--- src/rtl/sqx_pkg.sv ---
package sqx_pkg;

  localparam int unsigned INSN_W = 32;
  localparam int unsigned RIDX_W = 5;
  localparam int unsigned OPC_W  = 4;
  localparam int unsigned SZ_W   = 2;

  localparam logic [INSN_W-1:0] CLASS_MASK  = 32'hDF20_8400;
  localparam logic [INSN_W-1:0] CLASS_MATCH = 32'h5E00_8400;

  // field positions fixed by the instruction encoding
  localparam int unsigned POS_RD  = 0;
  localparam int unsigned POS_RN  = 5;
  localparam int unsigned POS_OPC = 11;
  localparam int unsigned POS_RM  = 16;
  localparam int unsigned POS_SZ  = 22;
  localparam int unsigned POS_U   = 29;

  localparam logic [SZ_W-1:0]  SZ_HALF = 2'd1;
  localparam logic [SZ_W-1:0]  SZ_WORD = 2'd2;
  localparam logic [OPC_W-1:0] OPC_ACC_ADD = 4'd0;
  localparam logic [OPC_W-1:0] OPC_ACC_SUB = 4'd1;

  typedef enum logic [1:0] {
    VERD_NONE  = 2'd0,
    VERD_UNDEF = 2'd1,
    VERD_TRAP  = 2'd2,
    VERD_ISSUE = 2'd3
  } verdict_e;

  typedef struct packed {
    logic              ubit;
    logic [SZ_W-1:0]   sz;
    logic [RIDX_W-1:0] rm;
    logic [OPC_W-1:0]  opc;
    logic [RIDX_W-1:0] rn;
    logic [RIDX_W-1:0] rd;
  } fields_t;

  typedef struct packed {
    logic              hit;
    logic              undef;
    logic              trap;
    logic              issue;
    logic [RIDX_W-1:0] rd;
    logic [RIDX_W-1:0] rn;
    logic [RIDX_W-1:0] rm;
    logic [SZ_W-1:0]   sz;
    logic              sub;
  } verdict_t;

endpackage

--- src/rtl/sqx_field_split.sv ---
module sqx_field_split
  import sqx_pkg::*;
(
  input  logic [INSN_W-1:0] insn,
  output logic              hit,
  output fields_t           f
);

  always_comb begin
    hit    = (insn & CLASS_MASK) == CLASS_MATCH;
    f.rd   = insn[POS_RD  +: RIDX_W];
    f.rn   = insn[POS_RN  +: RIDX_W];
    f.opc  = insn[POS_OPC +: OPC_W];
    f.rm   = insn[POS_RM  +: RIDX_W];
    f.sz   = insn[POS_SZ  +: SZ_W];
    f.ubit = insn[POS_U];
  end

endmodule

--- src/rtl/sqx_legal_chain.sv ---
module sqx_legal_chain
  import sqx_pkg::*;
(
  input  logic     hit,
  input  fields_t  f,
  input  logic     feat_en,
  input  logic     access_ok,
  output verdict_e verdict,
  output logic     sub
);

  logic opc_known;
  logic sz_known;

  always_comb begin
    opc_known = (f.opc == OPC_ACC_ADD) || (f.opc == OPC_ACC_SUB);
    sz_known  = (f.sz == SZ_HALF) || (f.sz == SZ_WORD);
    sub       = (f.opc == OPC_ACC_SUB);
  end

  // ordered rejection: class, U bit, operation, size, feature, access
  always_comb begin
    if (!hit)             verdict = VERD_NONE;
    else if (!f.ubit)     verdict = VERD_UNDEF;
    else if (!opc_known)  verdict = VERD_UNDEF;
    else if (!sz_known)   verdict = VERD_UNDEF;
    else if (!feat_en)    verdict = VERD_UNDEF;
    else if (!access_ok)  verdict = VERD_TRAP;
    else                  verdict = VERD_ISSUE;
  end

endmodule

--- src/rtl/sqx_pipe_reg.sv ---
module sqx_pipe_reg #(
  parameter int unsigned W = 8
) (
  input  logic         clk,
  input  logic         rst_n,
  input  logic         in_valid,
  output logic         in_ready,
  input  logic [W-1:0] in_data,
  output logic         out_valid,
  input  logic         out_ready,
  output logic [W-1:0] out_data
);

  assign in_ready = !out_valid || out_ready;

  always_ff @(posedge clk) begin
    if (!rst_n) begin
      out_valid <= 1'b0;
      out_data  <= '0;
    end else if (in_ready) begin
      out_valid <= in_valid;
      if (in_valid) out_data <= in_data;
    end
  end

endmodule

--- src/rtl/sqx_lane_zext.sv ---
module sqx_lane_zext
  import sqx_pkg::*;
#(
  parameter int unsigned LANE_W = 32,
  parameter int unsigned HALF_W = 16,
  parameter int unsigned DREG_W = 64
) (
  input  logic [SZ_W-1:0]   esize,
  input  logic [LANE_W-1:0] lane,
  output logic [DREG_W-1:0] dreg
);

  always_comb begin
    dreg = '0;
    if (esize == SZ_HALF) dreg[HALF_W-1:0] = lane[HALF_W-1:0];
    else                  dreg[LANE_W-1:0] = lane;
  end

endmodule

--- src/rtl/sqx_decoder.sv ---
module sqx_decoder
  import sqx_pkg::*;
#(
  parameter int unsigned LANE_W = 32,
  parameter int unsigned HALF_W = 16,
  parameter int unsigned DREG_W = 64
) (
  input  logic              clk,
  input  logic              rst_n,
  input  logic              in_valid,
  output logic              in_ready,
  input  logic [INSN_W-1:0] in_insn,
  input  logic              in_feat_en,
  input  logic              in_access_ok,
  output logic              out_valid,
  input  logic              out_ready,
  output logic              out_hit,
  output logic              out_undef,
  output logic              out_trap,
  output logic              out_issue,
  output logic [RIDX_W-1:0] out_rd,
  output logic [RIDX_W-1:0] out_rn,
  output logic [RIDX_W-1:0] out_rm,
  output logic [SZ_W-1:0]   out_esize,
  output logic              out_sub,
  input  logic              res_valid,
  output logic              res_ready,
  input  logic [RIDX_W-1:0] res_rd,
  input  logic [SZ_W-1:0]   res_esize,
  input  logic [LANE_W-1:0] res_data,
  output logic              wb_valid,
  input  logic              wb_ready,
  output logic [RIDX_W-1:0] wb_rd,
  output logic [DREG_W-1:0] wb_data
);

  localparam int unsigned VERD_W = $bits(verdict_t);
  localparam int unsigned WB_W   = RIDX_W + DREG_W;

  logic     hit;
  fields_t  fld;
  verdict_e verd;
  logic     sub;
  verdict_t nxt;
  verdict_t cur;

  sqx_field_split u_split (
    .insn (in_insn),
    .hit  (hit),
    .f    (fld)
  );

  sqx_legal_chain u_chain (
    .hit       (hit),
    .f         (fld),
    .feat_en   (in_feat_en),
    .access_ok (in_access_ok),
    .verdict   (verd),
    .sub       (sub)
  );

  always_comb begin
    nxt.hit   = hit;
    nxt.undef = (verd == VERD_UNDEF);
    nxt.trap  = (verd == VERD_TRAP);
    nxt.issue = (verd == VERD_ISSUE);
    nxt.rd    = fld.rd;
    nxt.rn    = fld.rn;
    nxt.rm    = fld.rm;
    nxt.sz    = fld.sz;
    nxt.sub   = sub;
  end

  sqx_pipe_reg #(.W(VERD_W)) u_dec_stage (
    .clk       (clk),
    .rst_n     (rst_n),
    .in_valid  (in_valid),
    .in_ready  (in_ready),
    .in_data   (nxt),
    .out_valid (out_valid),
    .out_ready (out_ready),
    .out_data  (cur)
  );

  assign out_hit   = cur.hit;
  assign out_undef = cur.undef;
  assign out_trap  = cur.trap;
  assign out_issue = cur.issue;
  assign out_rd    = cur.rd;
  assign out_rn    = cur.rn;
  assign out_rm    = cur.rm;
  assign out_esize = cur.sz;
  assign out_sub   = cur.sub;

  logic [DREG_W-1:0] ext;
  logic [WB_W-1:0]   wb_bus;

  sqx_lane_zext #(
    .LANE_W (LANE_W),
    .HALF_W (HALF_W),
    .DREG_W (DREG_W)
  ) u_zext (
    .esize (res_esize),
    .lane  (res_data),
    .dreg  (ext)
  );

  sqx_pipe_reg #(.W(WB_W)) u_wb_stage (
    .clk       (clk),
    .rst_n     (rst_n),
    .in_valid  (res_valid),
    .in_ready  (res_ready),
    .in_data   ({res_rd, ext}),
    .out_valid (wb_valid),
    .out_ready (wb_ready),
    .out_data  (wb_bus)
  );

  assign wb_rd   = wb_bus[WB_W-1 -: RIDX_W];
  assign wb_data = wb_bus[DREG_W-1:0];

endmodule

--- config.mk ---
export PLATFORM = sky130hd
export DESIGN_NAME = sqx_decoder
export DESIGN_NICKNAME = d
export VERILOG_FILES = /design/src/rtl/sqx_pkg.sv /design/src/rtl/sqx_field_split.sv /design/src/rtl/sqx_legal_chain.sv /design/src/rtl/sqx_pipe_reg.sv /design/src/rtl/sqx_lane_zext.sv /design/src/rtl/sqx_decoder.sv
export SDC_FILE = /design/constraint.sdc
export NUM_CORES = 1
export LEC_CHECK = 0
export ABC_AREA = 1
export BUFFER_PORTS_ARGS = -buffer_cell sky130_fd_sc_hd__buf_4
export CELL_PAD_IN_SITES_DETAIL_PLACEMENT = 1
export CELL_PAD_IN_SITES_GLOBAL_PLACEMENT = 1
export CORE_UTILIZATION = 26
export CTS_CLUSTER_SIZE = 24
export DETAILED_ROUTE_END_ITERATION = 10
export PLACE_DENSITY_LB_ADDON = 0.1
export SKIP_CTS_REPAIR_TIMING = 1
export SLEW_MARGIN = 20
export SYNTH_ARGS = -nofsm -noshare
export SYNTH_HDL_FRONTEND = slang
export SYNTH_SLANG_ARGS = --single-unit
--- constraint.sdc ---
create_clock -name clk -period 0.9 [get_ports clk]
set_input_delay 0.135 -clock clk [delete_from_list [all_inputs] [get_ports clk]]
set_output_delay 0.135 -clock clk [all_outputs]
set_load 0.02 [all_outputs]
Word level (Yosys, flattened, before mapping)
Index checks and enable logic that the tools add are counted.
{"block": "totals", "register_bits": 61, "latchBits": 0, "mem_bits_rw": 0, "rom_bits": 0, "input_bits": 79, "out_inout_bits": 95, "word_cells": 28, "memories": 0}
{"block": "op_classes", "n_addsub": 0, "mul": 0, "n_div": 0, "order_cmp": 0, "n_eq_ne": 8, "n_shift": 0, "mux": 7, "n_bitwise": 0, "n_reduce_logical": 9}
{"op": "$mux W16", "count": 1}
{"op": "$eq A10 B9 Y1 const B", "count": 1}
{"op": "$mux W2", "count": 5}
{"op": "$eq A2 B1 Y1 const B", "count": 3}
{"op": "$eq A2 B2 Y1 const B", "count": 3}
{"op": "$eq A4 B1 Y1 const B", "count": 1}
{"op": "$logic_not A4 Y1", "count": 1}
{"op": "$logic_or A1 B1 Y1", "count": 4}
{"op": "$reduce_and A2 Y1", "count": 2}
{"op": "$logic_not A1 Y1", "count": 2}
{"op": "$mux W1", "count": 1}

Logic depth before layout (Yosys ltp)
Gate-level depths: netlist of the first run.
{"block": "logic_depth", "depth_word": 7, "mapped_depth": 7, "mapped_depth_nobuf": 7}

Cells and area by module
A second synthesis of the first run with hierarchy kept.
{"block": "unflattened", "cells_unflattened": 744, "area_unflattened_um2": 5096.1}
{"mod": "sqx_pipe_reg at u_wb_stage", "n_inst": 1, "cells_per_inst": 457, "area_each_um2": 3145.5, "seq_area_each_um2": 1401.3}
{"mod": "sqx_pipe_reg at u_dec_stage", "n_inst": 1, "cells_per_inst": 148, "area_each_um2": 1071.0, "seq_area_each_um2": 460.4}
{"mod": "sqx_lane_zext", "n_inst": 1, "cells_per_inst": 85, "area_each_um2": 584.3, "seq_area_each_um2": 0.0}
{"mod": "sqx_field_split", "n_inst": 1, "cells_per_inst": 32, "area_each_um2": 203.9, "seq_area_each_um2": 0.0}
{"mod": "sqx_legal_chain", "n_inst": 1, "cells_per_inst": 16, "area_each_um2": 68.8, "seq_area_each_um2": 0.0}
{"mod": "sqx_decoder", "n_inst": 1, "cells_per_inst": 6, "area_each_um2": 22.5, "seq_area_each_um2": 0.0}

Worst setup path after synthesis of the first run
No wires, ideal clock.
{"block": "synth_timing", "path_type": "flip-flop to flip-flop", "startpoint": "register u_wb_stage.out_valid", "endpoint": "register u_wb_stage.out_data[23]", "setup_ps": 66, "arrival_ps": 1108, "t_required_ps": 834, "path_slack_ps": -275, "stages_incl_launch_ff": 7, "path_buffers": 2, "synth_period_minus_slack_ps": 1175, "cell_sequence": "dfxtp_1 nand2_4 nand2_4 buf_6 buf_12 nand2_2 a21oi_2"}
{"block": "synth_via", "elab_chain_len": 3}
{"element": "from (decl)", "line": "sqx_pipe_reg.sv:9", "text": "output logic out_valid,"}
{"element": "from (signal assigned)", "line": "sqx_pipe_reg.sv:21", "text": "out_valid <= in_valid;"}
{"element": "$logic_not A1 Y1", "line": "sqx_pipe_reg.sv:14", "text": "assign in_ready = !out_valid || out_ready;"}
{"element": "$logic_or A1 B1 Y1", "line": "sqx_pipe_reg.sv:14"}
{"element": "named net res_ready", "line": "sqx_decoder.sv:27", "text": "output logic res_ready,"}
{"element": "$reduce_and A2 Y1 (no line)"}
{"element": "to (signal assigned)", "line": "sqx_pipe_reg.sv:22", "text": "if (in_valid) out_data <= in_data;"}
{"element": "to (decl)", "line": "sqx_pipe_reg.sv:11", "text": "output logic [W-1:0] out_data"}
The timed path passes the listed nets, and every way through them passes these cells.
A chain may end at the register's enable or synchronous reset.

Worst setup path after layout of the first run
{"block": "layout_timing", "startpoint": "register u_wb_stage.out_valid", "endpoint": "output port res_ready"}
{"block": "layout_via", "elab_chain_len": 2}
{"element": "$logic_not A1 Y1", "line": "sqx_pipe_reg.sv:14"}
{"element": "$logic_or A1 B1 Y1", "line": "sqx_pipe_reg.sv:14"}
{"element": "to (decl)", "line": "sqx_decoder.sv:27"}
Every way passes these cells.

==> results of run 1 <==
## cell usage in the layout (no fill, tap or decap), types with 3 or more instances in the layout
cell type,n
buf_12,9
conb_1,32
clkbuf_8,11
nand2_2,17
nand3_1,18
buf_6,67
o21ai_1,14
dlygate4sd3_1,5
nand2_4,3
o21ai_2,22
clkbuf_16,4
nor2_2,4
buf_4,107
nand2_1,11
dfxtp_2,59
inv_1,12
a21oi_2,19
a21oi_1,6
nor2_1,71
o21ai_0,3
## path summary, 6_finish.rpt
check | from | to | slack [ns] | cells past startpoint
max | u_wb_stage.out_valid | res_ready | -0.22 | 3
min | in_insn[1] | u_dec_stage.out_data[14] | -0.003 | 3
max reg2reg | u_dec_stage.out_valid | u_dec_stage.out_data[6] | -0.18 | 5
min reg2reg | u_wb_stage.out_data[31] | u_wb_stage.out_data[31] | 0.47 | 2
## layer usage
metal  global-route usage, %  wire, um  vias up
met1                    17.6      3720     1286
met5                       0         0        -
met3                    5.36       646        7
met4                    5.53        59        0
met2                    22.3      4340       96
li1                        -         -     1343
## power by group through the flow
stage                     clock network, mW  logic, mW  registers [mW]
final                                  2.87       1.95            3.05
after global routing                   3.09       2.10            3.07
after CTS                              2.93       1.53            2.98
after detailed placement                  0       1.52            3.04
after global placement                    0       1.51            3.04
after floorplan                           0      0.703            3.25
## metrics by stage
step,hold slack (ns),area [um2],instances,setup TNS (ns),power [mW]
6_report,-0.00307,4930,647,-10.31,7.88
5_1_grt,0.00423,4930,647,-16.85,8.26
4_1_cts,-0.00511,4070,608,-11.85,7.44
3_5_place_dp,0.366,3830,592,-5.37,4.57
3_3_place_gp,0.356,3830,592,-3.96,4.55
2_1_floorplan,0.269,2810,354,-5.51,3.96
## area by class of cell
type	count	share of cell area (%)
repair buffers	193	38.6
flip-flops and latches	61	26.4
multi-input cells	228	25.3
well taps	133	3.37
clock buffers	11	3.07
clock inverters	5	1.65
inverters	16	1.62
## worst register-to-register path, stage by stage, from the launching register on
cell and delay [ns]:
dfxtp_4 0.36, a21oi_4 0.19, buf_12 0.17, clkbuf_16 0.16
o21ai_2 0.05, nor2_1 0.09
## kinds of logic after synthesis
group / share of synthesized area, %
other cells: 0.142
simple gates: 22.1
compound gates: 15.2
buf+inv: 16.5
flops: 46.1
## flip-flops by register name, indices dropped and copies added, names as in the netlist
name,count
u_dec_stage.out_valid,1
u_wb_stage.out_valid,1
u_dec_stage.out_data,22
u_wb_stage.out_data,37
==> metrics.md, run 1 <==
| Metric | Value |
|---|---|
| Crit path required time | about 0.76 ns |
| Buf/Inv on CP | 2 |
| Seq pwr share | between 30% and 40% |
| Clk pin slew, worst setup/hold paths | around 0.08 ns |
| Area share of the largest cell type after synthesis | a little under half |
| Post-route setup slack | -0.223 ns |
| Largest stage delay, worst path | around 0.36 ns |
| Peak fanout along the critical path | 2 |
| Largest net degree at the start of global routing | 25 |
| Nets | roughly 600 |
| Post-Synthesis Cells | ~320 |
| Crit. End Element | primary output |
| Startpoint Class | flip-flop |
| Combinational share of power | between 20 and 25% |
| Most frequent cell after synthesis | nor2_1 |
| Leakage | 2.28 nW |
| Fmax | ~890 MHz |
| Skew-Pair Late Insertion Delay | 0.34 ns |
| P&R area growth vs syn | 86.2% |
| Power density over the cells | between 1500 and 2000 nW/um2 |
| 1st-iter DRT viols | 17 |
| Syn avg cell area | 8.20 um2 |
| RSZ-0062 raised after global routing | yes |
| Fillers | 1172 |
| Clk buf depth | 2 |
| Fraction of registers with async set/reset | 0% |
| CTS tree | built |
| Final min period | 1.12 ns |
| IO Port Bufs | roughly 140 |
| Top_reg_cell synth | dfxtp_1 |
| Vias/cell | 4.22 |
| Final setup vio count | between 100 and 150 |
| Die area | about 11000 um2 |
| Multi-input gate area | around 1200 um2 |
| DR WL/cell | approximately 14 um |
| Post-synth EDFFs | 0 |
| Max Cap Viol | 0 |
| FF+latch area | around 1300 um2 |
| Core Rows | 36 |
| CTS Buf Count | 9 |
| Endpoints failing hold | 1 |
| Sw frac | approximately 29% |
| Drt first pass iters | 4 |
| Gpl congestion | around 0.67 |
| Final WL | 8770 um |
| Final cycle utilization of the critical path | 125% |
| Cell Area, Synth | 2650 um2 |
| Antenna Cells | 0 |
| Share of layout cells above drive strength 1 | about 66% |
| Detailed Place HPWL | about 5600 um |
| Placeable core area | between 9000 and 10000 um2 |
| Clock sinks | 61 |
| Hold crit path type | in2reg |
| Total gr overflow | 0 |
| Yosys top cell by area | dfxtp_1 |
| Slowest-stage cell, CP | dfxtp_4 |
| Slew Limit Fails | 0 |
| Util after Layout | between 50 and 60% |
| DRC viols | 0 |
| Failing checks | negative hold slack, negative setup slack |
| Crit path DAT | around 0.99 ns |
| Vias in the first global route | between 2000 and 2500 |
| Synth top cells by count | nor2_1, dfxtp_1, buf_4, o21ai_0, nand3_1 |
| Clock Root Buffer | clkbuf_8 |
| Int Power | ~5.6 mW |
| Most common cell on crit path | buf_6 |
| Clock skew | 0.00920 ns |
| Outcome | complete, but fails checks |
| Crit path kind | reg2out |
| H-tree level count | 3 |
| Num ports | roughly 170 |
| Hold slack | -0.00307 ns |
| CP Cell Sequence | nand2_4 -> buf_6 -> buf_6 |
| Overall routing resource usage | between 10% and 20% |
| Switching power total | 2.25 mW |
| Pre-CTS WS | -0.158 ns |
| Vias | around 2700 |
| VDD IR max | approximately 0.00084 V |
| Delay-heaviest family, CP | flip-flops |
| Initial antenna violation count | 0 |
| Final ANT Viol Nets | 0 |
| Die height | 103 um |
| Initial Util | a little over a quarter |
| Seq/Total Area, Yosys | between 40 and 50% |
| Register bit total from synthesis | around 60 |
| Clock share of power | between 30% and 40% |
| Die Wd | ~100 um |
| Dominant cells by area after synthesis | dfxtp_1, nor2_1, buf_4 |
| Global-route wire length before repair | about 11000 um |
| Library cells used by synthesis | 23 |
| Synth warnings | 0 |
No activity file was read; power rests on OpenSTA's default activity.
==> inputs of run 2 (changes only) <==
--- a/config.mk
+++ b/config.mk
@@ -5,11 +5,10 @@
 export SDC_FILE = /design/constraint.sdc
 export NUM_CORES = 1
 export LEC_CHECK = 0
-export ABC_AREA = 1
 export BUFFER_PORTS_ARGS = -buffer_cell sky130_fd_sc_hd__buf_4
 export CELL_PAD_IN_SITES_DETAIL_PLACEMENT = 1
 export CELL_PAD_IN_SITES_GLOBAL_PLACEMENT = 1
-export CORE_UTILIZATION = 26
+export CORE_UTILIZATION = 27
 export CTS_CLUSTER_SIZE = 24
 export DETAILED_ROUTE_END_ITERATION = 10
 export PLACE_DENSITY_LB_ADDON = 0.1
==> run 2 against run 1 <==
  * Core utilization decreased by 1.5 points
  * Maximum frequency decreased by 1.4%
  * Flip-flop and latch count unchanged
  * Design area decreased by 2.9%
  * Global-route usage about the same
  * Sequential power decreased by 3%
  * The flow finishes with violations (negative setup slack)
  * Combinational power decreased by 18%
  * Worst setup slack got worse by 0.016 ns
  * Register-to-register slack got worse by 0.02 ns
  * Synthesized cell count decreased by 5.0%
  * First-iteration DRC count increased by 110%
  * Clock-buffer cell count increased by 2
==> metrics.md, run 2 <==
| Metric | Value |
|---|---|
| Gpl congestion | 0.684 (was 0.669) |
| Core Rows | 36 (unchanged) |
| Initial antenna violation count | 0 (unchanged) |
| Final WL | 8350 um (was 8770 um) |
| Top_reg_cell synth | dfxtp_1 (unchanged) |
| Largest net degree at the start of global routing | 28 (was 25) |
| Most common cell after layout, fill and taps aside | buf_4 (unchanged) |
| Leakage | 2.17 nW (was 2.28 nW) |
| Yosys top cell by area | dfxtp_1 (unchanged) |
| Post-route setup slack | -0.239 ns (was -0.223 ns) |
| Placeable core area | 9820 um2 (unchanged) |
| Fraction of registers with async set/reset | 0% (unchanged) |
| Area share of the largest cell type after synthesis | 44.3% (was 46.1%) |
| Synth warnings | 0 (unchanged) |
| Final min period | 1.14 ns (was 1.12 ns) |
| Startpoint Class | flip-flop (unchanged) |
| Endpoints failing hold | 0 (was 1) |
| Die area | 10600 um2 (about the same) |
| Slew Limit Fails | 0 (unchanged) |
| Dominant cells by area after synthesis | dfxtp_1, nand2_1, buf_4 (was dfxtp_1, nor2_1, buf_4) |
| DR WL/cell | 13.7 um (was 13.6 um) |
| Die Wd | 103 um (about the same) |
| Power density over the cells | 1530 nW/um2 (was 1600 nW/um2) |
| Hold crit path type | in2reg (unchanged) |
| 1st-iter DRT viols | 36 (was 17) |
| Die height | 103 um (about the same) |
| Post-synth EDFFs | 0 (unchanged) |
| Register bit total from synthesis | 61 (unchanged) |
| CTS Buf Count | 9 (unchanged) |
| Non-filler cells, final | 611 (was 647) |
| Hold slack | 0.0276 ns (was -0.00307 ns) |
| Crit path required time | 0.76 ns (about the same) |
| Clock skew | 0.0106 ns (was 0.00920 ns) |
| Share of layout cells above drive strength 1 | 63.8% (was 66.1%) |
| Vias | 2575 (was 2732) |
| Skew-Pair Late Insertion Delay | 0.34 ns (about the same) |
| Seq/Total Area, Yosys | 44.3% (was 46.1%) |
| Fillers | 1172 (unchanged) |
| CTS tree | built (unchanged) |
| Nets | 553 (was 588) |
| Initial Util | 28.1% (was 27.0%) |
| Regs by FF count | u_wb_stage.out_data (37), u_dec_stage.out_data (22) (unchanged) |
| Crit path DAT | 1.00 ns (was 0.99 ns) |
| Clk pin slew, worst setup/hold paths | 0.07 ns (was 0.08 ns) |
| Detailed Place HPWL | 5840 um (was 5610 um) |
| Synth top cells by count | nand2_1, dfxtp_1, buf_4, a21boi_1, a21boi_0 (was nor2_1, dfxtp_1, buf_4, o21ai_0, nand3_1) |
| Largest register FFs | 37 (unchanged) |
| Outcome | complete, but fails checks (unchanged) |
| H-tree level count | 3 (unchanged) |
| Final setup vio count | 122 (was 123) |
| Fmax | 878 MHz (was 890 MHz) |
| Cell Area, Synth | 2760 um2 (was 2650 um2) |
| RSZ-0062 raised after global routing | yes (unchanged) |
| Drt first pass iters | 4 (unchanged) |
| Clock Root Buffer | clkbuf_8 (unchanged) |
| Peak fanout along the critical path | 5 (was 2) |
| Vias in the first global route | 2385 (was 2359) |
| Most frequent cell after synthesis | nand2_1 (was nor2_1) |
| Crit path kind | reg2out (unchanged) |
| Syn avg cell area | 8.98 um2 (was 8.20 um2) |
| Largest Register | u_wb_stage.out_data (unchanged) |
| VDD IR max | 0.000931 V (was 0.000836 V) |
| Global-route wire length before repair | 11500 um (was 11400 um) |
| Clk buf depth | 2 (unchanged) |
| Total gr overflow | 0 (unchanged) |
| Vias/cell | 4.21 (was 4.22) |
| Num ports | 174 (unchanged) |
| Placed Cells | 579 (was 592) |
| DRC viols | 0 (unchanged) |
| Post-Synthesis Cells | 307 (was 323) |
| Library cells used by synthesis | 33 (was 23) |
| Most frequent cells in the layout | buf_4, nand2_1, buf_6 (was buf_4, nor2_1, buf_6) |
| Crit. End Element | primary output (unchanged) |
| Overall routing resource usage | 14.2% (about the same) |
| Clock sinks | 61 (unchanged) |
| Final ANT Viol Nets | 0 (unchanged) |
| Max Cap Viol | 0 (unchanged) |
| P&R area growth vs syn | 73.7% (was 86.2%) |
| Final cycle utilization of the critical path | 127% (was 125%) |
| Failing checks | negative setup slack (was negative hold slack, negative setup slack) |
| Antenna Cells | 0 (unchanged) |
| IO Port Bufs | 141 (unchanged) |
==> run 2: final cells by class <==
class | instances | area (um2) | area share, %
Sequential cell | 61 | 1300 | 27.2
Timing Repair Buffer | 174 | 1650 | 34.5
Clock inverter | 2 | 36.3 | 0.758
Multi-Input combinational cell | 226 | 1430 | 29.9
Inverter | 2 | 7.51 | 0.157
Clock buffer | 13 | 190 | 3.97
Tap cell | 133 | 166 | 3.48
==> run 2: cell families after synthesis <==
group | count (synthesis) | share of synthesized area (%)
other | 1 | 0.136
DFF | 61 | 44.3
xor gates and xnor gates | 1 | 0.318
AOI/OAI and AO/OA | 61 | 18.0
buffers and inverters | 54 | 14.4
and+or+nand+nor | 129 | 22.8
==> run 2: power by group <==
| part | internal, mW | total (mW) | leakage [nW] | switching [mW] |
|---|---|---|---|---|
| Clock | 1.66 | 2.73 | 0.117 | 1.07 |
| Combinational | 0.825 | 1.60 | 1.52 | 0.778 |
| Sequential | 2.87 | 2.97 | 0.525 | 0.103 |
| Total | 5.36 | 7.31 | 2.17 | 1.95 |
==> run 2: worst paths after layout <==
kind / startpoint / endpoint / slack [ns] / depth (start not counted)
max reg2reg: u_wb_stage.out_valid / u_wb_stage.out_data[11] / -0.20 / 5
max: u_dec_stage.out_valid / in_ready / -0.24 / 3
min: res_data[2] / u_wb_stage.out_data[2] / 0.03 / 3
min reg2reg: u_wb_stage.out_data[16] / u_wb_stage.out_data[16] / 0.46 / 2
==> run 2: worst max-delay path: stages, from the launching register on <==
cell and delay (ns):
dfxtp_4 0.36, nand2b_4 0.08, buf_6 0.12, buf_6 0.12
==> run 2: metal layers <==
metal  share of wire (%)  GRT usage [%]  wire length, um  vias up
li1                    -              -                -     1273
met1                  43           17.1             3560     1196
met2                  49           23.5             4090       96
met3                 7.0           4.61              582       10
met4                 1.4           5.53              115        0
met5                   0              0                0        -
==> run 2: metrics by stage <==
step	util (%)	TNS [ns]	power (mW)	instance area, um2	setup slack [ns]
2_1_floorplan	-	-9.45	3.81	2920	-0.197
3_3_place_gp	40.1	-5.29	4.32	3940	-0.141
3_5_place_dp	40.1	-6.72	4.34	3940	-0.176
4_1_cts	42.4	-12.00	7.11	4160	-0.310
5_1_grt	48.8	-16.16	7.65	4790	-0.277
6_report	48.8	-10.41	7.31	4790	-0.239
